==> src/rtl/wdt_pkg.sv <==
package wdt_pkg;

    // Operating mode held in the upper two bits of the control register.
    typedef enum logic [1:0] {
        WM_OFF_A = 2'b00,
        WM_OFF_B = 2'b01,
        WM_IRQ   = 2'b10,
        WM_RESET = 2'b11
    } wd_mode_e;

    // Decrement tick choice held in the lower two bits of the control register.
    typedef enum logic [1:0] {
        TS_4K   = 2'b00,
        TS_64   = 2'b01,
        TS_1HZ  = 2'b10,
        TS_SLOW = 2'b11
    } tick_sel_e;

    // Register map of the host port.
    typedef enum logic [1:0] {
        RA_CTRL   = 2'd0,
        RA_VALUE  = 2'd1,
        RA_STATUS = 2'd2,
        RA_RSVD   = 2'd3
    } reg_addr_e;

    typedef struct packed {
        wd_mode_e  mode;
        tick_sel_e tsel;
    } wd_ctrl_t;

    // Load request to the countdown core.
    typedef struct packed {
        logic valid;
        logic [7:0] value;
    } wd_load_t;

    localparam wd_ctrl_t CTRL_RESET = '{mode: WM_OFF_A, tsel: TS_4K};

    // Only the two upper mode codes let the counter run.
    function automatic logic mode_armed(input wd_mode_e m);
        return (m == WM_IRQ) || (m == WM_RESET);
    endfunction

    // Pick one of the four tick enables.
    function automatic logic tick_pick(input tick_sel_e s,
                                       input logic t4k,
                                       input logic t64,
                                       input logic t1,
                                       input logic tslow);
        logic r;
        unique case (s)
            TS_4K:   r = t4k;
            TS_64:   r = t64;
            TS_1HZ:  r = t1;
            default: r = tslow;
        endcase
        return r;
    endfunction

endpackage

==> src/rtl/wdt_tick_gen.sv <==
module wdt_tick_gen
    import wdt_pkg::*;
#(
    parameter int unsigned DIV_SLOW = 60
) (
    input  logic      clk,
    input  logic      rst,
    input  logic      tick_4k_i,
    input  logic      tick_64_i,
    input  logic      tick_1hz_i,
    input  tick_sel_e tsel_i,
    output logic      tick_o,
    output logic      slow_tick_o
);
    localparam int unsigned PW = (DIV_SLOW > 2) ? $clog2(DIV_SLOW) : 1;
    localparam logic [PW-1:0] PRE_LAST = PW'(DIV_SLOW - 1);

    logic [PW-1:0] pre_q;
    logic          pre_wrap;

    // The slow tick coincides with the 1 Hz pulse that completes a full cycle.
    assign pre_wrap = tick_1hz_i && (pre_q == PRE_LAST);

    always_ff @(posedge clk) begin
        if (rst) begin
            pre_q <= '0;
        end else if (tick_1hz_i) begin
            pre_q <= pre_wrap ? '0 : pre_q + 1'b1;
        end
    end

    assign slow_tick_o = pre_wrap;
    assign tick_o      = tick_pick(tsel_i, tick_4k_i, tick_64_i, tick_1hz_i, pre_wrap);

endmodule

==> src/rtl/wdt_core.sv <==
module wdt_core
    import wdt_pkg::*;
#(
    parameter int unsigned CNT_W = 8
) (
    input  logic             clk,
    input  logic             rst,
    input  logic             tick_i,
    input  logic             armed_i,
    input  logic             load_i,
    input  logic [CNT_W-1:0] load_val_i,
    output logic [CNT_W-1:0] count_o,
    output logic             flag_o
);
    localparam logic [CNT_W-1:0] ONE = CNT_W'(1);

    logic [CNT_W-1:0] cnt_q;
    logic             flag_q;
    logic             live;
    logic             step;

    // The counter runs only while loaded, not yet expired, and armed.
    assign live = (cnt_q != '0) && !flag_q;
    assign step = tick_i && armed_i && live;

    always_ff @(posedge clk) begin
        if (rst) begin
            cnt_q  <= '0;
            flag_q <= 1'b0;
        end else if (load_i) begin
            cnt_q  <= load_val_i;
            flag_q <= 1'b0;
        end else if (step) begin
            if (cnt_q == ONE) begin
                flag_q <= 1'b1;
            end else begin
                cnt_q <= cnt_q - ONE;
            end
        end
    end

    assign count_o = cnt_q;
    assign flag_o  = flag_q;

endmodule

==> src/rtl/wdt_regs.sv <==
module wdt_regs
    import wdt_pkg::*;
#(
    parameter int unsigned CNT_W = 8
) (
    input  logic             clk,
    input  logic             rst,
    input  logic             wr_en_i,
    input  logic [1:0]       wr_addr_i,
    input  logic [CNT_W-1:0] wr_data_i,
    input  logic [1:0]       rd_addr_i,
    input  logic [CNT_W-1:0] count_i,
    input  logic             flag_i,
    output wd_ctrl_t         ctrl_o,
    output logic             load_o,
    output logic [CNT_W-1:0] load_val_o,
    output logic [CNT_W-1:0] rd_data_o
);
    localparam int unsigned MID_W = CNT_W - 4;

    wd_ctrl_t  ctrl_q;
    reg_addr_e wsel;
    reg_addr_e rsel;

    assign wsel = reg_addr_e'(wr_addr_i);
    assign rsel = reg_addr_e'(rd_addr_i);

    always_ff @(posedge clk) begin
        if (rst) begin
            ctrl_q <= CTRL_RESET;
        end else if (wr_en_i && (wsel == RA_CTRL)) begin
            ctrl_q.mode <= wd_mode_e'(wr_data_i[CNT_W-1 -: 2]);
            ctrl_q.tsel <= tick_sel_e'(wr_data_i[1:0]);
        end
    end

    assign load_o     = wr_en_i && (wsel == RA_VALUE);
    assign load_val_o = wr_data_i;
    assign ctrl_o     = ctrl_q;

    always_comb begin
        unique case (rsel)
            RA_CTRL:   rd_data_o = {ctrl_q.mode, {MID_W{1'b0}}, ctrl_q.tsel};
            RA_VALUE:  rd_data_o = count_i;
            RA_STATUS: rd_data_o = {{(CNT_W-1){1'b0}}, flag_i};
            default:   rd_data_o = '0;
        endcase
    end

endmodule

==> src/rtl/wdt_countdown.sv <==
module wdt_countdown
    import wdt_pkg::*;
#(
    parameter int unsigned CNT_W    = 8,
    parameter int unsigned DIV_SLOW = 60
) (
    input  logic             clk,
    input  logic             rst,
    input  logic             tick_4k_i,
    input  logic             tick_64_i,
    input  logic             tick_1hz_i,
    input  logic             wr_en_i,
    input  logic [1:0]       wr_addr_i,
    input  logic [CNT_W-1:0] wr_data_i,
    input  logic [1:0]       rd_addr_i,
    output logic [CNT_W-1:0] rd_data_o,
    output logic             irq_o,
    output logic             wdrst_o
);
    wd_ctrl_t         ctrl_q;
    logic             load;
    logic [CNT_W-1:0] load_val;
    logic [CNT_W-1:0] cur_count;
    logic             wd_flag;
    logic             sel_tick;
    logic             slow_tick;
    logic [1:0]       mode_bits;

    wdt_regs #(.CNT_W(CNT_W)) u_regs (
        .clk        (clk),
        .rst        (rst),
        .wr_en_i    (wr_en_i),
        .wr_addr_i  (wr_addr_i),
        .wr_data_i  (wr_data_i),
        .rd_addr_i  (rd_addr_i),
        .count_i    (cur_count),
        .flag_i     (wd_flag),
        .ctrl_o     (ctrl_q),
        .load_o     (load),
        .load_val_o (load_val),
        .rd_data_o  (rd_data_o)
    );

    wdt_tick_gen #(.DIV_SLOW(DIV_SLOW)) u_ticks (
        .clk         (clk),
        .rst         (rst),
        .tick_4k_i   (tick_4k_i),
        .tick_64_i   (tick_64_i),
        .tick_1hz_i  (tick_1hz_i),
        .tsel_i      (ctrl_q.tsel),
        .tick_o      (sel_tick),
        .slow_tick_o (slow_tick)
    );

    wdt_core #(.CNT_W(CNT_W)) u_core (
        .clk        (clk),
        .rst        (rst),
        .tick_i     (sel_tick),
        .armed_i    (mode_armed(ctrl_q.mode)),
        .load_i     (load),
        .load_val_i (load_val),
        .count_o    (cur_count),
        .flag_o     (wd_flag)
    );

    assign mode_bits = ctrl_q.mode;
    assign irq_o     = wd_flag && (ctrl_q.mode == WM_IRQ);
    assign wdrst_o   = wd_flag && (ctrl_q.mode == WM_RESET);

endmodule

==> config.mk <==
export PLATFORM = sky130hd
export DESIGN_NAME = wdt_countdown
export DESIGN_NICKNAME = d
export VERILOG_FILES = /design/src/rtl/wdt_pkg.sv /design/src/rtl/wdt_tick_gen.sv /design/src/rtl/wdt_core.sv /design/src/rtl/wdt_regs.sv /design/src/rtl/wdt_countdown.sv
export SDC_FILE = /design/constraint.sdc
export NUM_CORES = 1
export LEC_CHECK = 0
export BUFFER_PORTS_ARGS = -buffer_cell sky130_fd_sc_hd__buf_2
export CAP_MARGIN = 20
export CORE_MARGIN = 2
export CORE_UTILIZATION = 49
export CTS_BUF_LIST = sky130_fd_sc_hd__clkbuf_8
export CTS_CLUSTER_DIAMETER = 30
export DETAILED_ROUTE_END_ITERATION = 7
export PLACE_DENSITY = 0.76
export SLEW_MARGIN = 25
export SYNTH_ARGS = -nofsm -noshare
export SYNTH_HDL_FRONTEND = slang
export SYNTH_SLANG_ARGS = --single-unit
==> constraint.sdc <==
create_clock -name clk -period 1.8 [get_ports clk]
set_input_delay 0.09 -clock clk [delete_from_list [all_inputs] [get_ports clk]]
set_output_delay 0.09 -clock clk [all_outputs]
set_load 0.05 [all_outputs]
# Word level (Yosys, flattened, before mapping)
# Index checks and enable logic that the tools add are counted.
[word_totals]
output_inout_bits = 10
inputBits = 18
register_bits = 19
[op_classes]
muxes = 6
n_addsub = 2
n_reduce_logical = 18
eq_ne = 10
[op_table]
columns = ["operator", "count"]
rows = [
  ["8-bit two-way mux", 3],
  ["8-bit one-hot mux with 3 select lines", 1],
  ["2-bit equality test (second input constant)", 4],
  ["8-bit by 1-bit equality test with 1-bit output (second input constant)", 1],
  ["1-bit logical AND", 8],
  ["8-bit nonzero test", 1],
  ["8-bit by 1-bit subtractor with 8-bit output (second input constant)", 1],
  ["6-bit by 1-bit adder with 6-bit output (second input constant)", 1],
  ["2-bit by 1-bit equality test with 1-bit output (second input constant)", 3],
  ["6-bit equality test (second input constant)", 1],
  ["2-bit logical NOT", 3],
  ["6-bit two-way mux", 1],
  ["2-bit AND reduction", 2],
  ["1-bit one-hot mux with 3 select lines", 1],
  ["2-bit inequality test (second input constant)", 1],
  ["2-bit nonzero test", 1],
  ["2-bit OR reduction", 1],
  ["1-bit logical NOT", 1],
  ["1-bit logical OR", 1],
]

# Depth between registers and ports, before layout
# Gate-level depths: netlist (run 1).
[logic_depth]
ltp_word = 7
mapped_depth = 7
depth_no_buf = 6

# By module
# From an unflattened synthesis (run 1), not the netlist that was laid out.
[unflattened]
cells_unflattened = 144
hier_area_um2 = 1310.0
[by_module_without_submodules]
columns = ["module", "n_inst", "area_per_inst_um2", "seq_area_each_um2", "cells_per_inst"]
rows = [
  ["wdt_core", 1, 633.1, 180.2, 67],
  ["wdt_regs", 1, 360.3, 80.1, 41],
  ["wdt_tick_gen", 1, 297.8, 120.1, 33],
  ["wdt_countdown", 1, 18.8, 0.0, 3],
]

# Least setup slack after synthesis (run 1)
# Ideal clock, no wire load.
[synth_path]
path_kind = "register -> register"
start = "reg u_core.cnt_q[0] (netlist: u_core.count_o[0])"
end = "reg u_core.cnt_q[2] (netlist: u_core.count_o[2])"
slack_ps = -155
arrival_time_ps = 1881
stages_incl_launch_ff = 8
required_time_ps = 1726
cell_sequence = "dfxtp_1 -> inv_1 -> ha_1 -> a32o_1 -> or3_1 -> buf_2 -> or4_1 -> a31oi_1"
[synth_between]
elab_chain_len = 5
word_cells_on_any_way = 11
[synth_lines]
columns = ["item", "line_no", "source"]
rows = [
  ["start: declaration", "wdt_core.sv:17", "logic [CNT_W-1:0] cnt_q;"],
  ["start signal: assignment", "wdt_core.sv:31", "cnt_q <= load_val_i;"],
  ["start signal: assignment", "wdt_core.sv:37", "cnt_q <= cnt_q - ONE;"],
  ["parallel branches: the longest is 5 deep, another holds 8-bit by 1-bit subtractor with 8-bit output", "n/a", ""],
]
# Several ways; the timed one is not identified. The select of a mux whose other input is x is not followed.
# A chain may end at the register's enable or synchronous reset.

# Worst setup path in the final report (run 1)
[layout_path]
start = "reg u_core.cnt_q[1] (netlist: u_core.count_o[1])"
end = "reg u_core.cnt_q[2] (netlist: u_core.count_o[2])"
# Same word-level chain as after synthesis.

==> impl_results.md, run 1 <==
- Run status: finished with violations
- Failing checks: setup timing
- Worst path required time: 1.99 ns
- Post-synth cell types: 40
- Reg clk slew, reported paths: 0.08 ns
- CP max stage cell: or4_1
- Seq/Total Area, Yosys: 0.337
- Hold buffer count at CTS: 0
- First-pass GRT wire length: 5420 um
- Number of nets with antenna violations after routing: 0
- PortBufs: 27
- IO Pins: 28
- Initial antenna violation count: 0
- Mapped Area: 0.00113 sq mm
- Grt ovf: 0
- EDFF count, synth: 0
- Chip Height: 52.0 um
- Setup violators final: 2
- Initial DRT Pass Iterations: 4
- Number of global-route vias before repair: 1234
- Final Cycle Share: 1.04
- CP peak stage delay: 0.42 ns
- TritonCTS buffer count: 3
- Largest net degree at the start of global routing: 16
- Row cnt: 17
- Initial drt markers: 45
- FILL cells: 150
- Sum Neg Setup Slack: -0.119 ns
- Drt total wl: 3490 um
- Root Driver: clkbuf_8
- Leading register cell type out of synthesis: dfxtp_1
- Die area: 0.00270 sq mm
- Die X: 52.0 um
- Startpoint type of the worst setup path: flop
- NumNets Final: 213
- Fin crit period: 1.88 ns
- Fraction of layout instances using a drive strength above 1: 0.424
- CTS tree: yes
- Peak supply drop: 0.000526 V
- Area growth from synthesis to layout: 46.7%
- Num Clock Sinks: 19
- Max Root-Sink Buffers: 2
- Slew headroom: 0.662
- Initial Utilization: 0.515
- Post-DP HPWL: 2320 um
- CP arrival: 2.07 ns
- Core area: 0.00219 sq mm
- Syn Inst Count: 141
- Final Util: 0.755
- Slack of the critical path: -0.0780 ns
- DR vias/cell: 5.97
- Async SR Flop Fraction: 0
- Fin. Hold Viols: 0
- Wire per inst: 15.9 um
- Average size of a mapped cell: 8.00 sq um
- Clock latency on the worst-skew pair: 0.26 ns
- HP Class: primary input to flop
- CP Max Fanout: 6
- P_leak: 0.724 nW
- Syn_nets: 162
- CP Capture Type: flop
- Gp weighted congestion: 0.934
- CP Cell Sequence: inv_2 > ha_4 > a32o_2 > or3_4 > or4_1 > a31oi_1
- Worst Max-Slew Pin Slew: 0.506 ns
- Max-slew violation count: 0
- Total global-route track usage: 0.269
- Power per cell area: 627 mW/mm^2
- Final antenna diode count: 0
- Post-Route Skew: 0.000729 ns
- Crit path kind: flop to flop
- Max_cap viols: 0
- Max frequency: 532 MHz
- Residual DRC: 0
- Yosys reg bits: 19
- Vias post-DR: 1308
- RSZ-0062 raised after global routing: true
- H-Tree Depth: 1
- Place WS: -0.0617 ns
- Synth warn: 0
-- synth_stat cells (2+ instances only) --
| cell type | count | share of area |
|---|---|---|
| nor3_1 | 10 | 0.044 |
| ha_1 | 3 | 0.033 |
| nand2b_1 | 2 | 0.011 |
| buf_1 | 2 | 0.0067 |
| or3_1 | 2 | 0.011 |
| nand3_1 | 5 | 0.022 |
| nand4_1 | 2 | 0.011 |
| a21oi_1 | 3 | 0.013 |
| xor2_1 | 2 | 0.016 |
| or4_1 | 2 | 0.013 |
| nor3b_1 | 2 | 0.013 |
| a31oi_1 | 4 | 0.022 |
| and2_1 | 4 | 0.022 |
| a211oi_1 | 2 | 0.013 |
| clkbuf_1 | 3 | 0.010 |
| inv_1 | 7 | 0.023 |
| nand3b_1 | 3 | 0.020 |
| nand2_1 | 8 | 0.027 |
| o21ai_0 | 11 | 0.049 |
| and3_1 | 3 | 0.017 |
| nor2_1 | 15 | 0.050 |
| mux2i_1 | 10 | 0.089 |
| dfxtp_1 | 19 | 0.34 |
-- path summary, 6_finish.rpt --
check | start | end | slack, ns | cells past startpoint
worst max-delay path | u_core.count_o[1] | u_core.count_o[2] | -0.08 | 6
worst min-delay path | wr_data_i[6] | u_regs.ctrl_o[2] | 0.09 | 3
worst max register to register | u_core.count_o[1] | u_core.count_o[2] | -0.08 | 6
worst min register to register | u_ticks.pre_q[5] | u_ticks.pre_q[5] | 0.50 | 2
-- metal layers --
layer  up-vias  wire length, um  global-route usage
li1        614                -                   -
met1       629             1460               0.327
met2        53             1770               0.451
met3        12              174              0.0489
met4         0               83               0.132
met5         -                0                   0
-- worst max-delay path: cells and delay by family (launching register included) --
family | cells | cell delay [ns]
AOI/OAI and AO/OA | 2 | 0.42
adders and majority gates | 1 | 0.16
buffers and inverters | 1 | 0.06
DFF | 1 | 0.35
and+or+nand+nor | 2 | 0.82
-- repair_timing --
item / CTS / global route
buffers inserted: 0 / 1
pin swaps: 2 / 7
setup endpoints to repair: 5 / 8
resized for setup: 5 / 20
hold endpoints to repair: 0 / 0
-- metrics by stage --
| step | total power [mW] | instance area [sq um] | hold slack [ns] | std cells |
|---|---|---|---|---|
| global route | 1.08 | 1650 | 0.112 | 219 |
| floorplan | 0.585 | 1150 | 0.169 | 141 |
| detailed placement | 0.675 | 1470 | 0.362 | 214 |
| CTS | 0.985 | 1540 | 0.0955 | 218 |
| finish | 1.04 | 1650 | 0.0913 | 219 |
| global placement | 0.667 | 1470 | 0.344 | 214 |
-- final cells by class --
type                            instances  area (sq um)  share of cell area
Timing Repair Buffer                   52           323               0.195
Sequential cell                        19           384               0.232
Clock inverter                          1          5.00             0.00303
Inverter                                7          26.3              0.0159
Multi-Input combinational cell        109           840               0.508
Tap cell                               28          35.0              0.0212
Clock buffer                            3          41.3              0.0250
-- report_power, final --
group	switching [mW]	leakage (nW)	internal, mW
Clock	0.153	0.0255	0.154
Combinational	0.151	0.543	0.126
Sequential	0.0155	0.156	0.438
-- flip-flops by register name, indices dropped and copies added (netlist names) --
signal,count
u_core.count_o,8
u_core.flag_o,1
u_regs.ctrl_o,4
u_ticks.pre_q,6
-- placed cells by master (no fill, tap or decap), types with 3 or more instances in the layout --
cell type,netlist,layout
nor3_1,10,5
mux2i_1,10,10
nand3b_1,3,3
a31oi_1,4,4
clkbuf_8,0,3
nand3_1,5,5
nor2_1,15,15
dfxtp_1,19,16
and2_1,4,4
nand2_1,8,8
nor3_2,0,3
buf_2,1,27
dfxtp_2,0,3
inv_1,7,5
a21oi_1,3,3
o21ai_0,11,9
buf_4,0,25
-- logic make-up (layout without fill, tap and decap cells) --
kind of cell,after synthesis,in the layout,synth area share
buf+inv,13,63,0.0444
mux,10,10,0.0888
simple gates,67,67,0.332
xor+xnor,3,3,0.0233
flops,19,19,0.337
fa+ha+maj,3,3,0.0333
compound gates,26,26,0.141
No activity file was read; power rests on OpenSTA's default activity.
==> run 2, diff against run 1 <==
--- a/config.mk
+++ b/config.mk
@@ -13,7 +13,9 @@
 export CTS_CLUSTER_DIAMETER = 30
 export DETAILED_ROUTE_END_ITERATION = 7
 export PLACE_DENSITY = 0.76
+export SETUP_SLACK_MARGIN = 0.15
 export SLEW_MARGIN = 25
 export SYNTH_ARGS = -nofsm -noshare
 export SYNTH_HDL_FRONTEND = slang
 export SYNTH_SLANG_ARGS = --single-unit
+export TNS_END_PERCENT = 50
==> constraint.sdc (replaced) <==
create_clock -name clk -period 1.8 [get_ports clk]
set_input_delay 0 -clock clk [delete_from_list [all_inputs] [get_ports clk]]
set_output_delay 0 -clock clk [all_outputs]
set_load 0.05 [all_outputs]
==> run 2 against run 1 <==
The flow still finishes with violations (setup timing). Maximum frequency decreased by 1.2%. Sequential share of layout area decreased by 0.63 points. Register-to-register slack got worse by 0.02 ns. Count of clock-buffer cells in the layout unchanged. Cell area increased by 3.5%. Global-route usage increased by 1.8 points. Via count increased by 1.5%. Combinational power increased by 6%. Critical path type unchanged. Largest cell class unchanged.
==> impl_results.md, run 2 (synthesized netlist as in run 1, its figures left out) <==
- Max Root-Sink Buffers: 2 (unchanged)
- CP Max Fanout: 6 (unchanged)
- DR vias/cell: 6.01 (was 5.97)
- Fin cells: 221 (was 219)
- GR peak layer: met2 (unchanged)
- Fraction of layout instances using a drive strength above 1: 0.466 (was 0.424)
- Reg2reg start: u_core.count_o[1] (unchanged)
- Row cnt: 17 (unchanged)
- Reg clk slew, reported paths: 0.08 ns (about the same)
- PortBufs: 27 (unchanged)
- WP buf/inv: 1 (unchanged)
- Num Clock Sinks: 19 (unchanged)
- Worst path required time: 1.99 ns (about the same)
- Post-Route Skew: 0.00126 ns (was 0.000729 ns)
- Die X: 52.0 um (unchanged)
- Global routing usage on met3: 0.0460 (was 0.0489)
- Initial Utilization: 0.515 (unchanged)
- Crit path kind: flop to flop (unchanged)
- Gp weighted congestion: 0.934 (unchanged)
- Initial DRT Pass Iterations: 4 (unchanged)
- HP Class: primary input to flop (unchanged)
- Drt total wl: 3890 um (was 3490 um)
- Chip Height: 52.0 um (unchanged)
- Max_cap viols: 0 (unchanged)
- Final Cycle Share: 1.06 (was 1.04)
- Residual DRC: 0 (unchanged)
- RSZ-0062 raised after global routing: true (unchanged)
- Total global-route track usage: 0.287 (was 0.269)
- Largest delay share family, worst path: simple AND/OR/NAND/NOR gates (unchanged)
- CTS tree: yes (unchanged)
- Largest net degree at the start of global routing: 16 (unchanged)
- Area growth from synthesis to layout: 51.8% (was 46.7%)
- Slew headroom: 0.645 (was 0.662)
- CP max stage cell: or4_1 (unchanged)
- Failing checks: setup timing (unchanged)
- IO Pins: 28 (unchanged)
- CP Capture Type: flop (unchanged)
- Grt ovf: 0 (unchanged)
- CP Cell Sequence: inv_2 > ha_4 > a32o_2 > or3_4 > or4_1 > a31oi_1 (unchanged)
- Placed cells: 214 (unchanged)
- Max-slew violation count: 0 (unchanged)
- Number of nets with antenna violations after routing: 0 (unchanged)
- H-Tree Depth: 1 (unchanged)
- Final antenna diode count: 0 (unchanged)
- Fin. Hold Viols: 0 (unchanged)
- FILL cells: 143 (was 150)
- CP arrival: 2.09 ns (was 2.07 ns)
- Root Driver: clkbuf_8 (unchanged)
- Max frequency: 526 MHz (was 532 MHz)
- Grt met2 use: 0.498 (was 0.451)
- Clock latency on the worst-skew pair: 0.26 ns (about the same)
- First-pass GRT wire length: 5810 um (was 5420 um)
- Vias post-DR: 1328 (was 1308)
- Startpoint type of the worst setup path: flop (unchanged)
- Crit path launch: u_core.count_o[1] (unchanged)
- Worst Max-Slew Pin Slew: 0.531 ns (was 0.506 ns)
- Initial antenna violation count: 0 (unchanged)
- TritonCTS buffer count: 3 (unchanged)
- Hold buffer count at CTS: 0 (unchanged)
- P_leak: 0.742 nW (was 0.724 nW)
- Power per cell area: 618 mW/mm^2 (was 627 mW/mm^2)
- Initial drt markers: 39 (was 45)
- NumNets Final: 215 (was 213)
- Met1 usage: 0.352 (was 0.327)
- Total power: 1.06 mW (was 1.04 mW)
- Peak supply drop: 0.000542 V (was 0.000526 V)
- CP peak stage delay: 0.42 ns (about the same)
- Hold_sp: wr_data_i[6] (unchanged)
- Fin crit period: 1.90 ns (was 1.88 ns)
- Wire per inst: 17.6 um (was 15.9 um)
- Number of global-route vias before repair: 1287 (was 1234)
- Setup violators final: 5 (was 2)
- Slack of the critical path: -0.102 ns (was -0.0780 ns)
- Commonest non-fill, non-tap cell in the layout: buf_2 (unchanged)
- Largest register FFs: 8 (unchanged)
- Die area: 0.00270 sq mm (unchanged)
- Core area: 0.00219 sq mm (unchanged)
- Most frequent cells in the layout: 27 x buf_2, 23 x buf_4, 15 x nor2_1 (was 27 x buf_2, 25 x buf_4, 16 x dfxtp_1)
- Run status: finished with violations (unchanged)
- Post-DP HPWL: 2320 um (unchanged)
==> run 2: changes by cell type in the layout (fill, tap and decap cells not counted), moves of 2 or more <==
cell | before | now
buf_4 | 25 | 23
buf_6 | 0 | 4
dfxtp_1 | 16 | 14
dfxtp_2 | 3 | 5
==> run 2: worst min-delay path, stage by stage <==
cell	delay [ns]
buf_2	0.09
mux2i_1	0.06
nor2_1	0.07
==> run 2: path summary, 6_finish.rpt <==
path / endpoint / slack (ns) / depth (start not counted)
setup reg to reg: u_core.count_o[2] / -0.10 / 6
setup / recovery: u_core.count_o[2] / -0.10 / 6
hold reg to reg: u_ticks.pre_q[5] / 0.51 / 2
hold / removal: u_regs.ctrl_o[2] / 0.003 / 3
==> run 2: metrics by stage <==
stage	cell area [sq um]	hold WS (ns)	setup slack, ns	utilization	TNS, ns
6_report	1710	0.00308	-0.102	0.781	-0.240
5_1_grt	1710	0.0174	-0.136	0.781	-0.462
4_1_cts	1640	0.00546	-0.0607	0.748	-0.0921
3_5_place_dp	1470	0.272	-0.0617	0.671	-0.0931
3_3_place_gp	1470	0.254	0.0125	0.671	0
2_1_floorplan	1150	0.0793	-0.0768	-	-0.152
==> run 2: where the power goes <==
group / internal (mW) / switching [mW] / total [mW] / leakage (nW)
combinational: 0.135 / 0.159 / 0.295 / 0.560
clock: 0.154 / 0.152 / 0.306 / 0.0255
sequential: 0.439 / 0.0174 / 0.457 / 0.157
==> run 2: repair_timing <==
action | in CTS | in global routing
endpoints found under the setup margin | 10 | 10
pin swaps | 11 | 9
setup buffers | 1 | 2
resized for setup | 23 | 14
==> run 2: final cells by class <==
type / count / area, sq um / area share
repair buffers: 54 / 353 / 0.206
flip-flops and latches: 19 / 387 / 0.226
well taps: 28 / 35.0 / 0.0205
inverters: 7 / 26.3 / 0.0154
clock buffers: 3 / 41.3 / 0.0241
multi-input cells: 109 / 865 / 0.505
clock inverters: 1 / 5.00 / 0.00292
==> run 2: metal layers <==
layer	up-vias	part of all wire	wire, um
met5	-	0	0
met4	0	0.019	72
met3	12	0.040	155
met2	46	0.50	1930
met1	653	0.45	1730
li1	617	-	-
